--- config.mk ---
export PLATFORM = sky130hd
export DESIGN_NAME = lf_telegram_seq
export DESIGN_NICKNAME = d
export VERILOG_FILES = /design/src/rtl/lfs_pkg.sv /design/src/rtl/lfs_pingpong.sv /design/src/rtl/lfs_baud.sv /design/src/rtl/lfs_chan.sv /design/src/rtl/lf_telegram_seq.sv
export SDC_FILE = /design/constraint.sdc
export NUM_CORES = 1
export LEC_CHECK = 0
export CORE_ASPECT_RATIO = 0.6
export CORE_MARGIN = 2
export CORE_UTILIZATION = 55
export DETAILED_ROUTE_END_ITERATION = 6
export PLACE_DENSITY = 0.85
export SKIP_LAST_GASP = 1
export SLEW_MARGIN = 10
export SYNTH_ARGS = -nofsm -noshare
export SYNTH_HDL_FRONTEND = slang
export SYNTH_SLANG_ARGS = --single-unit
--- constraint.sdc ---
create_clock -name clk -period 18.8 [get_ports clk]
set_input_delay 3.76 -clock clk [delete_from_list [all_inputs] [get_ports clk]]
set_output_delay 3.76 -clock clk [all_outputs]
set_load 0.02 [all_outputs]
--- src/rtl/lfs_pkg.sv ---
package lfs_pkg;

    typedef enum logic [1:0] {
        CH_LOW     = 2'b00,
        CH_MID     = 2'b01,
        CH_CARRIER = 2'b10,
        CH_DESTROY = 2'b11
    } ch_kind_e;

    typedef enum logic [1:0] {
        MD_HOLD    = 2'b00,
        MD_TX180   = 2'b01,
        MD_TX0     = 2'b10,
        MD_DESTROY = 2'b11
    } ch_mode_e;

    typedef struct packed {
        logic busy;
        logic act;
    } seq_state_t;

    function automatic logic mode_is_data(logic [1:0] m);
        return (m == MD_TX180) || (m == MD_TX0);
    endfunction

    function automatic int unsigned burst_first(int unsigned v);
        return (v < 2) ? 2 : v;
    endfunction

endpackage

--- src/rtl/lfs_pingpong.sv ---
module lfs_pingpong #(
    parameter int BUF_W = 56,
    localparam int PTR_W = $clog2(BUF_W)
) (
    input  logic             clk,
    input  logic             rst,
    input  logic [1:0]       wr_en,
    input  logic [BUF_W-1:0] wdata,
    input  logic             busy,
    input  logic             act,
    input  logic [PTR_W-1:0] rd_ptr,
    input  logic             consume,
    output logic [1:0]       acc,
    output logic [1:0]       valid,
    output logic             rd_bit
);
    logic [BUF_W-1:0] mem_q [2];

    for (genvar i = 0; i < 2; i++) begin : g_buf
        assign acc[i] = wr_en[i] && !(busy && (act == 1'(i)));

        always_ff @(posedge clk) begin
            if (rst) begin
                mem_q[i] <= '0;
                valid[i] <= 1'b0;
            end else if (acc[i]) begin
                mem_q[i] <= wdata;
                valid[i] <= 1'b1;
            end else if (consume && (act == 1'(i))) begin
                valid[i] <= 1'b0;
            end
        end


        active_frozen_chk: assert property (@(posedge clk) disable iff (rst)
            (busy && (act == 1'(i))) |=> $stable(mem_q[i]));
    end

    assign rd_bit = mem_q[act][rd_ptr];

endmodule

--- src/rtl/lfs_baud.sv ---
module lfs_baud #(
    parameter int TICKS_FAST = 128,
    parameter int TICKS_SLOW = 256,
    localparam int TMAX = (TICKS_SLOW > TICKS_FAST) ? TICKS_SLOW : TICKS_FAST,
    localparam int CW   = $clog2(TMAX + 1)
) (
    input  logic clk,
    input  logic rst,
    input  logic run,
    input  logic tick_en,
    input  logic fast,
    output logic bit_stb
);
    logic [CW-1:0] cnt_q;
    logic [CW-1:0] last_val;

    assign last_val = fast ? CW'(TICKS_FAST - 1) : CW'(TICKS_SLOW - 1);
    assign bit_stb  = run && tick_en && (cnt_q >= last_val);

    always_ff @(posedge clk) begin
        if (rst || !run) begin
            cnt_q <= '0;
        end else if (bit_stb) begin
            cnt_q <= '0;
        end else if (tick_en) begin
            cnt_q <= cnt_q + 1'b1;
        end
    end


    tick_range_chk: assert property (@(posedge clk) disable iff (rst)
        run |-> (cnt_q < CW'(TMAX)));

endmodule

--- src/rtl/lfs_chan.sv ---
module lfs_chan
    import lfs_pkg::*;
#(
    parameter int GAIN_W  = 5,
    parameter int DGAIN_W = 4
) (
    input  logic [1:0]         mode,
    input  logic               slot_ok,
    input  logic               busy,
    input  logic               bit_val,
    input  logic               use_sec,
    input  logic               in_burst,
    input  logic [GAIN_W-1:0]  gain_pri,
    input  logic [GAIN_W-1:0]  gain_sec,
    input  logic [DGAIN_W-1:0] gain_dst,
    output ch_kind_e           kind,
    output logic [GAIN_W-1:0]  amp,
    output logic               phase
);
    always_comb begin
        kind  = CH_LOW;
        amp   = '0;
        phase = 1'b0;
        if (busy) begin
            if (mode_is_data(mode) && slot_ok) begin
                kind  = bit_val ? CH_CARRIER : CH_MID;
                amp   = use_sec ? gain_sec : gain_pri;
                phase = (mode == MD_TX180);
            end else if ((mode == MD_DESTROY) && in_burst) begin
                kind = CH_DESTROY;
                amp  = GAIN_W'(gain_dst);
            end
        end
    end

endmodule

--- src/rtl/lf_telegram_seq.sv ---
module lf_telegram_seq
    import lfs_pkg::*;
#(
    parameter int NUM_CH     = 8,
    parameter int BUF_W      = 56,
    parameter int GAIN_W     = 5,
    parameter int DGAIN_W    = 4,
    parameter int G2S_W      = 6,
    parameter int G2L_W      = 7,
    parameter int DST_W      = 6,
    parameter int TICKS_FAST = 128,
    parameter int TICKS_SLOW = 256
) (
    input  logic                     clk,
    input  logic                     rst,
    input  logic                     tick_en,
    input  logic                     baud_fast,
    input  logic                     autosend,
    input  logic                     start_cmd,
    input  logic [1:0]               buf_wr,
    input  logic [BUF_W-1:0]         buf_wdata,
    input  logic [2*NUM_CH-1:0]      ch_mode,
    input  logic [GAIN_W-1:0]        gain_pri,
    input  logic [GAIN_W-1:0]        gain_sec,
    input  logic [DGAIN_W-1:0]       gain_dst,
    input  logic [G2S_W-1:0]         sec_start_bytes,
    input  logic [G2L_W-1:0]         sec_len_bits,
    input  logic [DST_W-1:0]         dst_start_bits,
    input  logic [1:0]               dst_len_code,
    output logic [1:0]               seq_status,
    output logic [2*NUM_CH-1:0]      ch_kind,
    output logic [GAIN_W*NUM_CH-1:0] ch_amp,
    output logic [NUM_CH-1:0]        ch_phase
);
    localparam int PTR_W = $clog2(BUF_W);
    localparam int CNT_W = $clog2(((2**G2S_W) - 1) * 8 + (2**G2L_W) + (2**DST_W) + 4) + 1;
    localparam logic [CNT_W-1:0] CNT_MAX = {CNT_W{1'b1}};
    localparam logic [PTR_W-1:0] PTR_TOP = PTR_W'(BUF_W - 1);

    seq_state_t       st_q;
    logic [PTR_W-1:0] ptr_q;
    logic [CNT_W-1:0] bitn_q;

    logic [1:0] wr_acc;
    logic [1:0] vld;
    logic       rd_bit;
    logic       bit_stb;
    logic       start_ev;
    logic       last_bit;
    logic       consume;
    logic       other;

    assign other    = ~st_q.act;
    assign last_bit = (ptr_q == '0);
    assign consume  = st_q.busy && bit_stb && last_bit;
    assign start_ev = !st_q.busy &&
                      ((autosend && wr_acc[0]) || (!autosend && start_cmd && vld[0]));

    lfs_pingpong #(.BUF_W(BUF_W)) u_bufs (
        .clk     (clk),
        .rst     (rst),
        .wr_en   (buf_wr),
        .wdata   (buf_wdata),
        .busy    (st_q.busy),
        .act     (st_q.act),
        .rd_ptr  (ptr_q),
        .consume (consume),
        .acc     (wr_acc),
        .valid   (vld),
        .rd_bit  (rd_bit)
    );

    lfs_baud #(.TICKS_FAST(TICKS_FAST), .TICKS_SLOW(TICKS_SLOW)) u_baud (
        .clk     (clk),
        .rst     (rst),
        .run     (st_q.busy),
        .tick_en (tick_en),
        .fast    (baud_fast),
        .bit_stb (bit_stb)
    );

    always_ff @(posedge clk) begin
        if (rst) begin
            st_q   <= '0;
            ptr_q  <= '0;
            bitn_q <= '0;
        end else if (start_ev) begin
            st_q.busy <= 1'b1;
            st_q.act  <= 1'b0;
            ptr_q     <= PTR_TOP;
            bitn_q    <= '0;
        end else if (st_q.busy && bit_stb) begin
            if (bitn_q != CNT_MAX) begin
                bitn_q <= bitn_q + 1'b1;
            end
            if (last_bit) begin
                if (vld[other]) begin
                    st_q.act <= other;
                    ptr_q    <= PTR_TOP;
                end else begin
                    st_q.busy <= 1'b0;
                end
            end else begin
                ptr_q <= ptr_q - 1'b1;
            end
        end
    end

    // secondary-gain window and suppression burst window, in telegram bits
    logic [CNT_W-1:0] sec_lo, sec_hi, dst_lo, dst_hi;
    logic             use_sec, in_burst;

    assign sec_lo   = CNT_W'(sec_start_bytes) << 3;
    assign sec_hi   = sec_lo + CNT_W'(sec_len_bits);
    assign use_sec  = (sec_len_bits != '0) && (bitn_q >= sec_lo) && (bitn_q < sec_hi);
    assign dst_lo   = CNT_W'(burst_first(32'(dst_start_bits)));
    assign dst_hi   = dst_lo + CNT_W'(dst_len_code) + 1'b1;
    assign in_burst = (bitn_q >= dst_lo) && (bitn_q < dst_hi);

    assign seq_status = st_q.busy ? {1'b1, st_q.act} : 2'b00;

    // rank chain: number of data channels seen below each index, saturating at two
    logic [1:0]        rank [NUM_CH+1];
    ch_kind_e          kind_w [NUM_CH];
    logic [NUM_CH-1:0] data_on;
    logic [NUM_CH-1:0] dst_on;

    assign rank[0] = 2'd0;

    for (genvar i = 0; i < NUM_CH; i++) begin : g_ch
        logic [1:0] m;
        assign m = ch_mode[2*i +: 2];
        assign rank[i+1] = (mode_is_data(m) && (rank[i] != 2'd2)) ? rank[i] + 2'd1 : rank[i];

        lfs_chan #(.GAIN_W(GAIN_W), .DGAIN_W(DGAIN_W)) u_chan (
            .mode     (m),
            .slot_ok  (rank[i] != 2'd2),
            .busy     (st_q.busy),
            .bit_val  (rd_bit),
            .use_sec  (use_sec),
            .in_burst (in_burst),
            .gain_pri (gain_pri),
            .gain_sec (gain_sec),
            .gain_dst (gain_dst),
            .kind     (kind_w[i]),
            .amp      (ch_amp[GAIN_W*i +: GAIN_W]),
            .phase    (ch_phase[i])
        );

        assign ch_kind[2*i +: 2] = kind_w[i];
        assign data_on[i] = (kind_w[i] == CH_CARRIER) || (kind_w[i] == CH_MID);
        assign dst_on[i]  = (kind_w[i] == CH_DESTROY);
    end


    two_data_max_chk: assert property (@(posedge clk) disable iff (rst)
        $countones(data_on) <= 2);


    idle_quiet_chk: assert property (@(posedge clk) disable iff (rst)
        !st_q.busy |-> (ch_kind == '0) && (ch_amp == '0));


    burst_window_chk: assert property (@(posedge clk) disable iff (rst)
        (dst_on != '0) |-> in_burst);


    end_ready_chk: assert property (@(posedge clk) disable iff (rst)
        (consume && !vld[other] && !start_ev) |=> (seq_status == 2'b00));

endmodule

Yosys cells after proc, flatten, opt, wreduce, memory -nomap -nowiden
Memory sizes are Yosys's and may differ from the RTL's. A register that Yosys moved wholly into a read port is not among the register bits.
Cells that the tools add are included.
{"block": "totals", "ramBits": 112, "word_cells": 231, "input_bits": 115, "out_inout_bits": 66, "register_bits": 30, "n_memories": 1}
{"name": "u_bufs.mem_q", "words": 2, "width": 56, "read_ports": 1, "rd_ports_with_merged_regs": 1, "wr": 2, "line": "lfs_pingpong.sv:17", "text": "logic [BUF_W-1:0] mem_q [2];"}
{"block": "op_classes", "mux": 105, "addsub": 12, "order_cmp": 8, "n_bitwise": 3, "reduce_logical": 59, "eq_ne": 35}
{"operator": "$mux W56", "count": 2}
{"operator": "$mux W5", "count": 17}
{"operator": "$mux W2", "count": 35}
{"operator": "$mux W1", "count": 36}
{"operator": "$eq A2 B2 Y1 const B", "count": 16}
{"operator": "$logic_and A1 B1 Y1", "count": 32}
{"operator": "$mux W4", "count": 8}
{"operator": "$mux W6", "count": 5}
{"operator": "$eq A2 B1 Y1 const B", "count": 8}
{"operator": "$ne A2 B2 Y1 const B", "count": 7}
{"operator": "$add A11 B1 Y11 const B", "count": 1}
{"operator": "$ge A11 B6 Y1", "count": 1}
{"operator": "$ge A11 B9 Y1", "count": 1}
{"operator": "$lt A11 B10 Y1", "count": 1}
{"operator": "$lt A11 B8 Y1", "count": 1}
{"operator": "$ne A11 B11 Y1 const B", "count": 1}
{"operator": "$add A2 B1 Y2 const B", "count": 5}
{"operator": "$add A9 B7 Y10", "count": 1}
{"operator": "$logic_or A1 B1 Y1", "count": 10}
{"operator": "$add A9 B1 Y9 const B", "count": 1}
{"operator": "$ge A9 B9 Y1", "count": 1}
{"operator": "$add A7 B1 Y8 const B", "count": 1}
{"operator": "$mux W8", "count": 1}
{"operator": "$reduce_bool A2 Y1", "count": 4}
{"operator": "other kinds (18)", "count": 26}

Logic depth before layout (Yosys ltp)
Gate-level depths: netlist (run 1).
{"block": "depth", "ltp_word": 25, "ltp_mapped": 27, "mapped_depth_nobuf": 25}

Modules after synthesis
A second synthesis (run 1) with hierarchy kept.
{"block": "unflattened", "cells_unflattened": 866, "hier_area_um2": 9640.5}
{"module": "lfs_pingpong", "cells_each": 335, "area_per_inst_um2": 5252.5, "seq_area_each_um2": 3403.3, "instances": 1}
{"module": "lf_telegram_seq", "cells_each": 273, "area_per_inst_um2": 2188.3, "seq_area_each_um2": 380.4, "instances": 1}
{"module": "lfs_chan", "cells_each": 26, "area_per_inst_um2": 221.5, "seq_area_each_um2": 0.0, "instances": 8}
{"module": "lfs_baud", "cells_each": 50, "area_per_inst_um2": 427.9, "seq_area_each_um2": 180.2, "instances": 1}

Least setup slack after synthesis (run 1)
OpenSTA, ideal clock, no wires.
{"block": "synth_path", "kind": "input to output", "startpoint": "input port ch_mode[1]", "endpoint": "output port ch_amp[35]", "required_time_ns": 15.040, "stages": 24, "path_slack_ns": 6.271, "arrival_ns": 8.769, "path_buffers": 2, "path_cell_list": "inv_1 > ha_1 > clkbuf_1 > inv_1 > ha_1 > nor2_4 > buf_1 > xnor2_1 > ha_1 > nor2_1 > xnor3_1 > ha_1 > or2_2 > xnor2_2 > ha_1 > nor2_1 > o311ai_0 > inv_1 > ha_1 > nor2_1 > nor2_1 > mux2_4 > o211a_4 > a22o_1"}
{"block": "synth_between", "elab_chain_cells": 25, "elab_cells_between_ends": 32, "classes_between": "add/sub (6); eq/ne (9); mux (9); reduce/logical (8)"}
{"element": "start: declaration", "line": "lf_telegram_seq.sv:22", "text": "input logic [2*NUM_CH-1:0] ch_mode,"}
{"element": "$eq A2 B1 Y1 or $eq A2 B2 Y1 (tied branches)", "line": "lfs_pkg.sv:23", "text": "return (m == MD_TX180) || (m == MD_TX0);"}
{"element": "$logic_or A1 B1 Y1 (*)", "line": "lfs_pkg.sv:23"}
{"element": "$mux W1 (*)", "line": "lf_telegram_seq.sv:133", "text": "assign rank[i+1] = (mode_is_data(m) && (rank[i] != 2'd2)) ? rank[i] + 2'd1 : rank[i];"}
{"element": "$ne A1 B2 Y1", "line": "lf_telegram_seq.sv:133"}
{"element": "$logic_and A1 B1 Y1", "line": "lf_telegram_seq.sv:133"}
{"element": "$mux W2 (*)", "line": "lf_telegram_seq.sv:133"}
{"element": "branches (longest 2 deep; another with $add A2 B1 Y2)"}
{"element": "$mux W2 (*)", "line": "lf_telegram_seq.sv:133"}
{"element": "(+6 left out)"}
{"element": "branches (longest 2 deep; another with $add A2 B1 Y2)"}
{"element": "$mux W2 (*)", "line": "lf_telegram_seq.sv:133"}
{"element": "branches (longest 2 deep; another with $add A2 B1 Y2)"}
{"element": "$mux W2 (*)", "line": "lf_telegram_seq.sv:133"}
{"element": "$ne A2 B2 Y1 (*)", "line": "lf_telegram_seq.sv:137", "text": ".slot_ok (rank[i] != 2'd2),"}
{"element": "$logic_and A1 B1 Y1 (*)"}
{"element": "$mux W5 (*)", "line": "lfs_chan.sv:25", "text": "if (mode_is_data(mode) && slot_ok) begin"}
{"element": "$mux W5 (*)", "line": "lfs_chan.sv:24", "text": "if (busy) begin"}
{"element": "end: declaration", "line": "lf_telegram_seq.sv:32", "text": "output logic [GAIN_W*NUM_CH-1:0] ch_amp,"}
Every way passes the cells marked *.

Worst setup path after layout (run 1)
{"block": "layout_path", "startpoint": "input port ch_mode[1]", "endpoint": "output port ch_amp[30]"}
{"block": "layout_between", "elab_chain_cells": 22, "elab_cells_between_ends": 28, "classes_between": "add/sub (5); eq/ne (8); mux (8); reduce/logical (7)"}
{"element": "$eq A2 B1 Y1 or $eq A2 B2 Y1 (tied branches)", "line": "lfs_pkg.sv:23"}
{"element": "$logic_or A1 B1 Y1 (*)", "line": "lfs_pkg.sv:23"}
{"element": "$mux W1 (*)", "line": "lf_telegram_seq.sv:133"}
{"element": "$ne A1 B2 Y1", "line": "lf_telegram_seq.sv:133"}
{"element": "$logic_and A1 B1 Y1", "line": "lf_telegram_seq.sv:133"}
{"element": "$mux W2 (*)", "line": "lf_telegram_seq.sv:133"}
{"element": "branches (longest 2 deep; another with $add A2 B1 Y2)"}
{"element": "$mux W2 (*)", "line": "lf_telegram_seq.sv:133"}
{"element": "(+3 left out)"}
{"element": "branches (longest 2 deep; another with $add A2 B1 Y2)"}
{"element": "$mux W2 (*)", "line": "lf_telegram_seq.sv:133"}
{"element": "branches (longest 2 deep; another with $add A2 B1 Y2)"}
{"element": "$mux W2 (*)", "line": "lf_telegram_seq.sv:133"}
{"element": "$ne A2 B2 Y1 (*)", "line": "lf_telegram_seq.sv:137"}
{"element": "$logic_and A1 B1 Y1 (*)", "line": "lfs_chan.sv:25"}
{"element": "$mux W5 (*)", "line": "lfs_chan.sv:25"}
{"element": "$mux W5 (*)", "line": "lfs_chan.sv:24"}
Marked as above.

==> impl_summary.md, run 1 <==
CTS
The number of buffers created by CTS is 17. The clock-pin transition on the worst setup and hold timing paths is roughly 60 ps. The H-tree generated during clock tree synthesis spans 4 levels. Buffers inserted to repair hold after CTS numbered 0.

Buffers added to address setup during post-CTS repair amount to 0. Clock tree synthesis selected as its root buffer the cell sky130_fd_sc_hd__clkbuf_16. The clock passes through at most 2 buffers. The post-cts resize count is 0.

The clock sink total is 143. TritonCTS built the clock tree. The later pin in the worst-skew pair is clocked with a latency of about 420 ps.

Min path
In this run the worst hold path is classified as reg -> reg.

Timing
The transition time at the pin with the least slew margin is around 970 ps. The final worst-path cycle share is 79.89%. The final-report setup violation count is 0. The worst path in the final design needs a cycle of between 15000 and 20000 ps, including I/O delays and setup. Setup repair after global routing left no endpoint under its margin. Across all setup checks in the final design, the least slack found is between 3000 and 4000 ps. The sum of negative setup slack is 0 ps.

The number of max-slew violations in the final report came to 0. Based on the critical path, the design can be clocked at up to ~0.067 GHz. The worst-case headroom to the max-slew limit is 33.43%. The number of hold violations in the final report is 0. On the final layout, the worst clock skew is between 8 and 9 ps. Hold is met by around 530 ps.

Setup path
The type of element launching the critical path is an input pin. The largest driver fanout on the critical path is 14. The critical path goes through clkdlybuf4s50_1, inv_1, ha_1, inv_1, ha_1, nor2_4, xnor2_1, ha_1, nor2_1, xnor3_1, ha_1, or2_2, xnor2_2, ha_1, nor2_1, nand2_1, o311ai_0, inv_1, ha_1, nor2_1, a22oi_1, a211oi_1, clkdlybuf4s50_1. The data required time of the worst path is around 15000 ps.

The critical-path cell with the highest stage delay is sky130_fd_sc_hd__clkdlybuf4s50_1. Among the stages of the critical path, the cell type that occurs most often is sky130_fd_sc_hd__ha_1. The largest stage delay on the critical path is a little under 700 ps. The worst setup path is captured at a primary output. For flop-to-flop paths, the worst setup slack is roughly 16000 ps.

The critical path arrival is roughly 11000 ps. The critical path is of the in -> out type.

Synth
The post-synthesis cell count is 827. The fraction of registers with async set/reset is 0%. Yosys mapped the design onto 64 distinct sky130hd cell types. The most common cell in the synthesized netlist is sky130_fd_sc_hd__and2_1. Ranked by total cell area, the synthesized netlist is headed by sky130_fd_sc_hd__edfxtp_1 38%, sky130_fd_sc_hd__ha_1 8.6%, sky130_fd_sc_hd__and2_1 8.1%, sky130_fd_sc_hd__dfxtp_1 7.0%, sky130_fd_sc_hd__mux4_2 4.3%. Yosys mapped a number of flops with a built-in enable equal to ~110.

Sorting the synthesized cells by how often they occur yields 115 x sky130_fd_sc_hd__and2_1, 112 x sky130_fd_sc_hd__edfxtp_1, 69 x sky130_fd_sc_hd__nor2_1. The synthesis warning total is 0. Counting flops and latches in the post-synthesis netlist gives between 100 and 150.

For this run, the leading register cell type out of synthesis is sky130_fd_sc_hd__edfxtp_1. After synthesis, the mean cell area works out to about 11 um2. The synthesized design spends more area on one cell type than any other, namely sky130_fd_sc_hd__edfxtp_1.

The synthesized netlist occupies a cell area of 0.008920 mm2. The share of synthesized area in the top cell type comes to 37.71%. The total nets after synthesis is 1005. The post-synthesis sequential area ratio is about 45%.

Floorplan
The floorplan row count is 36. The floorplan step defined a die boundary enclosing ~0.017 mm2. The area of the placeable core is roughly 0.016 mm2. In this run the vertical extent of the chip is a little over 100 um. The count of boundary I/O pins is roughly 180. The initial core utilization is 55.63%. Measured along the x axis, the die boundary spans ~170 um.

GRT
Global routing consumed, over all layers together, 27.36% of the routing resources. Summed over all layers, the global routing overflow is 0. Entering global routing, the biggest net connects between 50 and 60 pins. The initial antenna violation count was 0. The via count of the first global-routing pass was about 6700. The first global-routing pass estimated around 36000 um of wire.

Layout
With fillers left out, the area of the finished cells amounts to 0.01141 mm2. After the last flow step, the layout net total stands at roughly 1200. The fill cell total of the finished layout is 1117. The finished layout holds 1205 standard cells, fillers aside.

The share of layout cells above drive strength 1 is 7.530%. The number of inserted diodes is 0. The growth of design area from synthesis to finish is 27.89%. Measured on the finished design, the core utilization comes to between 70% and 80%.

Placed design
Prior to clock tree synthesis, the placed netlist has a worst setup slack of 3960 ps. The cell count after placement is approximately 1200. The half-perimeter wire length of the detailed placement result is between 15000 and 20000 um. The placer's final routability congestion estimate is slightly below 0.9.

The count of buffers added on input and output ports is 180. Once placement finished, the instance area stood at roughly 0.011 mm2.

Detailed routing
The count of unresolved DRC violations after routing is 0. The count of nets left with antenna violations once routing finished came out at 0. The average vias per placed instance is 5.860. The total length of routed wires is about 24000 um.

The starting DRC count in detailed routing is 602. The first-pass detailed-route iteration total is 6. After detailed routing, the average wire length per cell comes to 19.83 um.

Across all layers, the routed design uses 7061 vias.

Power and ir drop
Across the VDD grid, the largest voltage drop is 0.07108 mV. The overall power of the completed layout is about 0.97 mW. The leakage power summed over all cells is roughly 4.5 nW. Power spread over the standard cell area amounts to 84.83 mW/mm2.

Run status
The flow ran to the end, and the final reports show no timing, DRC or antenna violations.

Flow run
The max-capacitance violation count is 0.
-- cell type report --
| type | count | area (um2) | share of cell area [%] |
|---|---|---|---|
| Multi-Input combinational cell | 588 | 4507 | 39.51 |
| Sequential cell | 143 | 3985 | 34.93 |
| Timing Repair Buffer | 186 | 1847 | 16.19 |
| Clock buffer | 20 | 446.7 | 3.916 |
| Tap cell | 209 | 261.5 | 2.292 |
| Clock inverter | 12 | 183.9 | 1.612 |
| Inverter | 47 | 176.4 | 1.547 |
-- placed cells by master (no fill, tap or decap), types with 17 or more instances in the layout --
cell type,instances
sky130_fd_sc_hd__edfxtp_1,112
sky130_fd_sc_hd__clkdlybuf4s50_1,180
sky130_fd_sc_hd__inv_1,46
sky130_fd_sc_hd__and2_1,115
sky130_fd_sc_hd__o21ai_0,24
sky130_fd_sc_hd__a21oi_1,30
sky130_fd_sc_hd__clkbuf_16,17
sky130_fd_sc_hd__mux2i_1,30
sky130_fd_sc_hd__mux4_2,17
sky130_fd_sc_hd__ha_1,61
sky130_fd_sc_hd__nor2_1,67
sky130_fd_sc_hd__nand2_1,26
sky130_fd_sc_hd__dfxtp_1,30
sky130_fd_sc_hd__a211oi_1,22
sky130_fd_sc_hd__xnor2_1,21
-- state kept, by name, indices dropped and copies added (netlist names), named ones only --
name	count
st_q	2
u_baud.cnt_q	9
bitn_q	11
u_bufs.mem_q	112
u_bufs.valid	2
ptr_q	6
-- power breakdown --
part / total, mW / internal (mW) / switching (mW)
logic: 0.239 / 0.105 / 0.134
clock network: 0.358 / 0.227 / 0.131
registers: 0.371 / 0.362 / 0.00850
total: 0.968 / 0.694 / 0.274
-- worst max-delay path, delay by kind of cell --
family,cells,cell delay (ps)
buf+inv,5,1550
fa+ha+maj,6,1720
xor+xnor,3,650
compound gates,3,1010
simple gates,6,2570
-- layer usage --
layer  up-vias  wire length [um]  track usage (%)
met3        38              2190            7.562
met4         0               276            5.769
met1      3384             10900            40.29
met5         -                 0                0
met2       310             10530            40.84
li1       3329                 -                -
-- cell families after synthesis --
logic type	after synthesis	share of synthesized area (%)
simple gates	298	18.11
xor+xnor	30	3.184
fa+ha+maj	63	9.005
compound gates	143	11.36
buf+inv	96	4.924
flops	143	44.66
mux	54	8.753
-- worst paths after layout --
check	startpoint	to	cells past startpoint
setup / recovery	ch_mode[1]	ch_amp[30]	23
hold / removal	u_bufs.valid[1]	st_q[0]	2
setup reg to reg	st_q[1]	u_bufs.mem_q[0][30]	5
hold reg to reg	u_bufs.valid[1]	st_q[0]	2
(Power assumes the default switching activity.)
==> run 2: changes to the inputs <==
- CORE_UTILIZATION: 55 -> 53
- PLACE_DENSITY: 0.85 -> 0.82
- clock period: 18.8 -> 15.1 ns (I/O delays scaled with it)
==> impl_summary.md, run 2 (synthesis results as in run 1) <==
Run status
The run finished with clean final reports.

Timing
The worst-case headroom to the max-slew limit is around 22%. Dividing the final minimum period by the clock period gives 89.91%. The number of hold violations in the final report is 0. The sum of negative setup slack is 0 ps. The maximum clock skew at final layout is approximately 8 ps. The routed design could run at a clock period as short as between 10000 and 15000 ps.

Hold is met by ~500 ps. For this run, the top clock speed supported by timing is roughly 0.074 GHz. The number of max-slew violations in the final report is 0.

The final-report setup violation count is 0. Setup repair after global routing left no endpoint under its margin. For the pin with the worst max-slew slack, the measured transition is between 1000 and 1500 ps.

CTS
CTS saw approximately 140 sinks. The clock root buffer master is sky130_fd_sc_hd__clkbuf_16. Post-CTS repair changed the size of 0 cells.

The number of buffers created by CTS is 17. The clock-pin transition on the worst setup and hold timing paths is 60 ps. The maximum clock insertion buffer count is 2.

In this run the post-CTS setup repair buffer count came out at 0. The CTS tree is yes. At the later pin of the worst-skew pair, clock insertion delay measures ~420 ps. The number of H-tree levels is 4. The number of buffers inserted for hold repair after clock tree synthesis is 0.

GRT
The total grt overflow is 0. The via count of the first global-routing pass is roughly 6800. The total track usage is 26.82%. The initial antenna violation count is 0. The wire length of the first global-routing pass is between 30000 and 40000 um. Entering global routing, the biggest net connects 57 pins.

Layout
For this run, the post-layout net count is roughly 1200. The library cell used most frequently in the layout, excluding fill and tap cells, is sky130_fd_sc_hd__clkdlybuf4s50_1. For this run, the share of the core covered by cells in the final layout is a little under 70%. In the layout the commonest cells are 180 x sky130_fd_sc_hd__clkdlybuf4s50_1, 115 x sky130_fd_sc_hd__and2_1, 112 x sky130_fd_sc_hd__edfxtp_1.

The register containing the most flip-flops in the final layout is u_bufs.mem_q. The growth of design area from synthesis to finish is 27.04%. The largest registers in the layout are u_bufs.mem_q x112, bitn_q x11, u_baud.cnt_q x9. The fill cell total of the finished layout is ~1200. The repair_antennas step left the layout with diodes totalling 0. The finished layout holds 1223 standard cells, fillers aside.

The flip-flop count of the largest register after layout is about 110. The share of layout cells above drive strength 1 is under 10%.

Floorplan
For this configuration, the core starts out at a cell density of approximately 55%. The area of the placeable core is ~0.016 mm2. Row generation in the floorplan step produced 36 rows. The floorplan die width is 171.5 um.

The die is 104.5 um tall. The count of boundary I/O pins is 181. The full die area is approximately 0.018 mm2.

Detailed routing
The total via count after detailed routing is a little over 7000. For this run, the detailed router's first-pass iteration total came to 5. In the final routed layout, each cell accounts on average for slightly below 20 um. The total length of routed wires is around 24000 um. The post-route antenna net violation count is 0. The count of unresolved DRC violations after routing is 0. The detailed router finished its first iteration with about 750 violations. The average vias per placed instance is slightly below 6.

Power and ir drop
The leakage power summed over all cells is around 4.5 nW. IR analysis of the VDD net gives a maximum drop of roughly 0.080 mV. The total power per unit cell area is 101.0 mW/mm2. The completed layout was analyzed and its total power is 1.145 mW.

Flow run
Max-cap violations in this run came to 0.

Setup path
The worst setup path is launched from an input pin. The type of the worst setup path is in -> out. In this run the worst path has a maximum fanout of 14.

The worst reg-to-reg path cell count is 5. STA puts the critical path data required time at between 10000 and 15000 ps. The kind of capture point of the worst setup path is a primary output. The critical path arrival is 10560 ps.

Placed design
The HPWL after detailed placement is about 17000 um. The placer's final routability congestion estimate is about 0.94. The quantity of I/O buffers inserted on ports is between 150 and 200.

After detailed placement, the design holds a cell count of 1191.

Min path
Along the worst hold path, the cell count comes to 2. The path class of the tightest hold or removal check is reg -> reg.
[run 2: cell count changes in the layout (fill, tap and decap cells not counted), sizes merged]
cell	delta
buf	-1
bufinv	-4
clkbuf	+3
clkinv	+1
[run 2: cell type report]
type	instances	area (um2)	share of cell area (%)
Tap cell	228	285.3	2.517
Timing Repair Buffer	185	1839	16.23
Inverter	47	176.4	1.557
Clock inverter	9	60.06	0.5300
Clock buffer	23	479.2	4.229
Sequential cell	143	3985	35.17
Multi-Input combinational cell	588	4507	39.77
[run 2: critical path, cell delays in order]
cell and delay [ps]:
sky130_fd_sc_hd__clkdlybuf4s50_1 480, sky130_fd_sc_hd__inv_1 50, sky130_fd_sc_hd__ha_1 490, sky130_fd_sc_hd__inv_1 210, sky130_fd_sc_hd__ha_1 320, sky130_fd_sc_hd__nor2_4 300, sky130_fd_sc_hd__xnor2_1 110, sky130_fd_sc_hd__ha_1 230
sky130_fd_sc_hd__nor2_1 590, sky130_fd_sc_hd__xnor3_1 380, sky130_fd_sc_hd__ha_1 240, sky130_fd_sc_hd__or2_2 350, sky130_fd_sc_hd__xnor2_2 180, sky130_fd_sc_hd__ha_1 230, sky130_fd_sc_hd__nor2_1 640, sky130_fd_sc_hd__nand2_1 100
sky130_fd_sc_hd__o311ai_0 190, sky130_fd_sc_hd__inv_1 90, sky130_fd_sc_hd__ha_1 200, sky130_fd_sc_hd__nor2_1 670, sky130_fd_sc_hd__nor2_1 120, sky130_fd_sc_hd__mux2_4 330, sky130_fd_sc_hd__nor3_2 230, sky130_fd_sc_hd__a22o_1 190
sky130_fd_sc_hd__clkdlybuf4s50_1 600
[run 2: final timing paths]
check	from	to	slack (ps)
worst max-delay path	ch_mode[1]	ch_amp[38]	1520
worst min-delay path	u_bufs.valid[1]	st_q[0]	510
worst max register to register	st_q[1]	u_bufs.mem_q[0][37]	12290
worst min register to register	u_bufs.valid[1]	st_q[0]	510
[run 2: metal layers]
| layer | vias up | global-route usage, % | share of wire (%) | wire length [um] |
|---|---|---|---|---|
| met5 | - | 0 | 0 | 0 |
| met4 | 0 | 5.448 | 1.4 | 339 |
| met3 | 48 | 7.344 | 9.4 | 2247 |
| met2 | 352 | 38.07 | 43 | 10370 |
| met1 | 3405 | 40.89 | 46 | 10980 |
| li1 | 3314 | - | - | - |
[run 2: stage by stage]
stage / area [um2] / setup WS [ps]
6_report: 11330 / 1524
5_1_grt: 11330 / 1037
4_1_cts: 11330 / 1725
3_5_place_dp: 10790 / 1743
3_3_place_gp: 10790 / 2014
2_1_floorplan: 8920 / 4051
[run 2: power by group]
part           total (mW)  switching [mW]  internal, mW  leakage, nW
Clock               0.382           0.158         0.224        0.263
Sequential          0.465          0.0134         0.451         1.49
Combinational       0.298           0.167         0.131         2.70
==> run 3: changes to the inputs <==
- PLACE_DENSITY: 0.82 -> 0.89
==> impl_summary.md, run 3 (synthesis results as in run 1) <==
Run status
The run finished with clean final reports.

Setup path
In this run the worst path has a maximum fanout of 14. The critical path arrival is 10560 ps. The type of the worst setup path is in -> out. For the worst setup path, the data required time is roughly 12000 ps.

The worst setup path is launched from an input pin. STA classifies the critical path endpoint as a primary output.

Layout
The register with the most flip-flops in the layout has 112 of them. 0 antenna diodes ended up in the layout. The final net count is roughly 1200. In the final layout, the registers with the most flip-flops are u_bufs.mem_q x112, bitn_q x11, u_baud.cnt_q x9.

The post-route netlist has 6.754% of its cells at a drive strength greater than 1. The most common cell after layout, fill and taps aside is sky130_fd_sc_hd__clkdlybuf4s50_1. The cell area after layout is about 0.011 mm2. The library cells used most frequently in the layout, excluding fill and tap cells, are 180 x sky130_fd_sc_hd__clkdlybuf4s50_1, 115 x sky130_fd_sc_hd__and2_1, 112 x sky130_fd_sc_hd__edfxtp_1.

From synthesis to final layout, the design area changed by 27.23%. The register containing the most flip-flops in the final layout is u_bufs.mem_q. The non-filler instance count after layout is approximately 1200.

Power and ir drop
The total power per unit cell area is just over 100 mW/mm2. The net switching component of the power is 0.3299 mW. Per report_power, the combinational group accounts for about a quarter of the total. The part of the power in registers is between 30% and 40%. The highest ir drop seen on vdd is 0.07463 mV. The leakage power summed over all cells is between 4 and 5 nW. The internal power contribution is about 0.84 mW. The net switching fraction of the power is 28.31%.

The fraction of power consumed by the clock network is a little over a third.

Timing
The least setup slack across all paths after layout is about 1500 ps. The worst path in the final design needs a cycle of 13580 ps, including I/O delays and setup. The final-report setup violation count is 0. At the pin with the least slew margin, the transition time is 1205 ps. The final critical path takes up about 90% of the cycle. Setup repair after global routing left no endpoint under its margin.

In the final timing run, aggregate negative setup slack is 0 ps. Derived from the worst setup path, the maximum achievable clock frequency is approximately 0.074 GHz. The number of hold violations in the final report was 0.

On the final layout, the worst clock skew is 5.447 ps. The number of max-slew violations in the final report is 0. The worst-case headroom to the max-slew limit is 19.55%.

Floorplan
The die boundary height is about 100 um. The floorplan row count is 36. The die covers ~0.018 mm2. The area of the placeable core is between 0.015 and 0.02 mm2. From left edge to right edge, the die measures ~170 um. The initial core utilization is a little over half. During I/O placement, the number of pins put on the boundary was 181.

CTS
The number of post-CTS setup repair buffers is 0. The number of hold buffers added after CTS was 0. The number of buffers created by CTS is 17.

The clock root buffer master is sky130_fd_sc_hd__clkbuf_16. The H-tree was split into 4 levels. For this design, the sink count on the clock tree is roughly 140. The CTS tree is yes. The post-cts resize count is 0.

The latest clock arrival within the worst-skew pair is 420 ps. The maximum clock insertion buffer count is 2. The clock-pin transition on the worst setup and hold timing paths is 50 ps.

Detailed routing
The routed wirelength normalized by instance count is between 15 and 20 um. The first detailed-routing pass ran for 6 iterations. The total via count after detailed routing is roughly 7000. For this block, the initial DRC count from the detailed router was between 800 and 900. Using the TritonRoute via totals, the vias-per-cell ratio works out to 5.818. The count of unresolved DRC violations after routing is 0. The post-route antenna net violation count is 0. The total length of routed wires is between 20000 and 25000 um.

Placed design
OpenSTA, run right after detailed placement, puts the worst setup slack at around 1700 ps. In this run, placement finished with an instance count of roughly 1200. The post-placement cell area is 0.01079 mm2.

The placer's final routability congestion estimate is 0.9536. Detailed placement ended at an HPWL of roughly 17000 um. Input and output buffers added on the ports amount to between 150 and 200.

Flow run
The max-capacitance violation count is 0.

GRT
The via count of the first global-routing pass is just under 7000. The total grt overflow is 0. The initial antenna violation count is 0. The largest net degree at the start of global routing is 57. The total track usage is a little over a quarter. The first global-routing pass estimated around 36000 um of wire.

Min path
The worst hold path belongs to the class reg -> reg.
-- run 3: cell count changes in the layout (fill, tap and decap cells not counted) --
cell,previous run,this run
sky130_fd_sc_hd__clkinvlp_4,2,1
sky130_fd_sc_hd__clkinv_1,1,5
sky130_fd_sc_hd__clkbuf_8,1,0
sky130_fd_sc_hd__bufinv_16,0,3
sky130_fd_sc_hd__clkinv_2,3,2
sky130_fd_sc_hd__inv_4,2,0
sky130_fd_sc_hd__clkbuf_16,18,17
sky130_fd_sc_hd__clkbuf_1,4,2
sky130_fd_sc_hd__clkinv_4,2,0
-- run 3: worst paths after layout --
check	from	endpoint	slack [ps]	cells after the start
hold reg to reg	u_bufs.valid[0]	u_bufs.valid[0]	520	2
setup reg to reg	ptr_q[0]	ptr_q[5]	12320	8
hold / removal	u_bufs.valid[0]	u_bufs.valid[0]	520	2
setup / recovery	ch_mode[1]	ch_amp[35]	1520	26
-- run 3: per-layer routing --
metal	vias to the layer above	GRT usage, %	routed length (um)
li1	3301	-	-
met1	3422	39.40	10510
met2	342	37.78	10520
met3	33	8.143	2446
met4	0	4.903	242
met5	-	0	0
-- run 3: power groups by stage --
stage | sequential [mW] | clock [mW] | combinational (mW)
final | 0.464 | 0.404 | 0.298
after global routing | 0.466 | 0.423 | 0.322
after CTS | 0.463 | 0.406 | 0.292
after detailed placement | 0.471 | 0 | 0.290
after global placement | 0.470 | 0 | 0.282
after floorplan | 0.465 | 0 | 0.190
-- run 3: final cells by class --
| cell class | instances | area [um2] |
|---|---|---|
| Tap cell | 228 | 285.3 |
| Inverter | 47 | 176.4 |
| Multi-Input combinational cell | 588 | 4507 |
| Clock inverter | 10 | 122.6 |
| Clock buffer | 19 | 432.9 |
| Sequential cell | 143 | 3985 |
| Timing Repair Buffer | 185 | 1839 |
| Fill cell | 1138 | 5002 |
-- run 3: through the flow --
| step | hold WS [ps] | power [mW] | utilization [%] |
|---|---|---|---|
| 6_report | 522.5 | 1.165 | 69.41 |
| 4_1_cts | 516.0 | 1.162 | 69.41 |
| 2_1_floorplan | 472.4 | 0.6546 | - |
| 3_5_place_dp | 506.2 | 0.7615 | 66.01 |
| 3_3_place_gp | 493.8 | 0.7516 | 66.01 |
| 5_1_grt | 558.6 | 1.210 | 69.41 |
-- run 3: critical path, stage by stage --
cell                              delay [ps]
sky130_fd_sc_hd__clkdlybuf4s50_1         480
sky130_fd_sc_hd__inv_1                    50
sky130_fd_sc_hd__ha_1                    470
sky130_fd_sc_hd__inv_1                   200
sky130_fd_sc_hd__ha_1                    310
sky130_fd_sc_hd__nor2_4                  310
sky130_fd_sc_hd__xnor2_1                 120
sky130_fd_sc_hd__ha_1                    240
sky130_fd_sc_hd__nor2_1                  600
sky130_fd_sc_hd__xnor3_1                 380
sky130_fd_sc_hd__ha_1                    240
sky130_fd_sc_hd__or2_2                   350
sky130_fd_sc_hd__nand2_1                  80
sky130_fd_sc_hd__o21ai_0                 100
sky130_fd_sc_hd__ha_1                    200
sky130_fd_sc_hd__nor2_1                  620
sky130_fd_sc_hd__nand2_1                 110
sky130_fd_sc_hd__o311ai_0                180
sky130_fd_sc_hd__inv_1                    90
sky130_fd_sc_hd__ha_1                    190
sky130_fd_sc_hd__nor2_1                  680
sky130_fd_sc_hd__nor2_1                  130
sky130_fd_sc_hd__mux2_4                  330
sky130_fd_sc_hd__nor3_2                  250
sky130_fd_sc_hd__a22o_1                  200
sky130_fd_sc_hd__clkdlybuf4s50_1         610
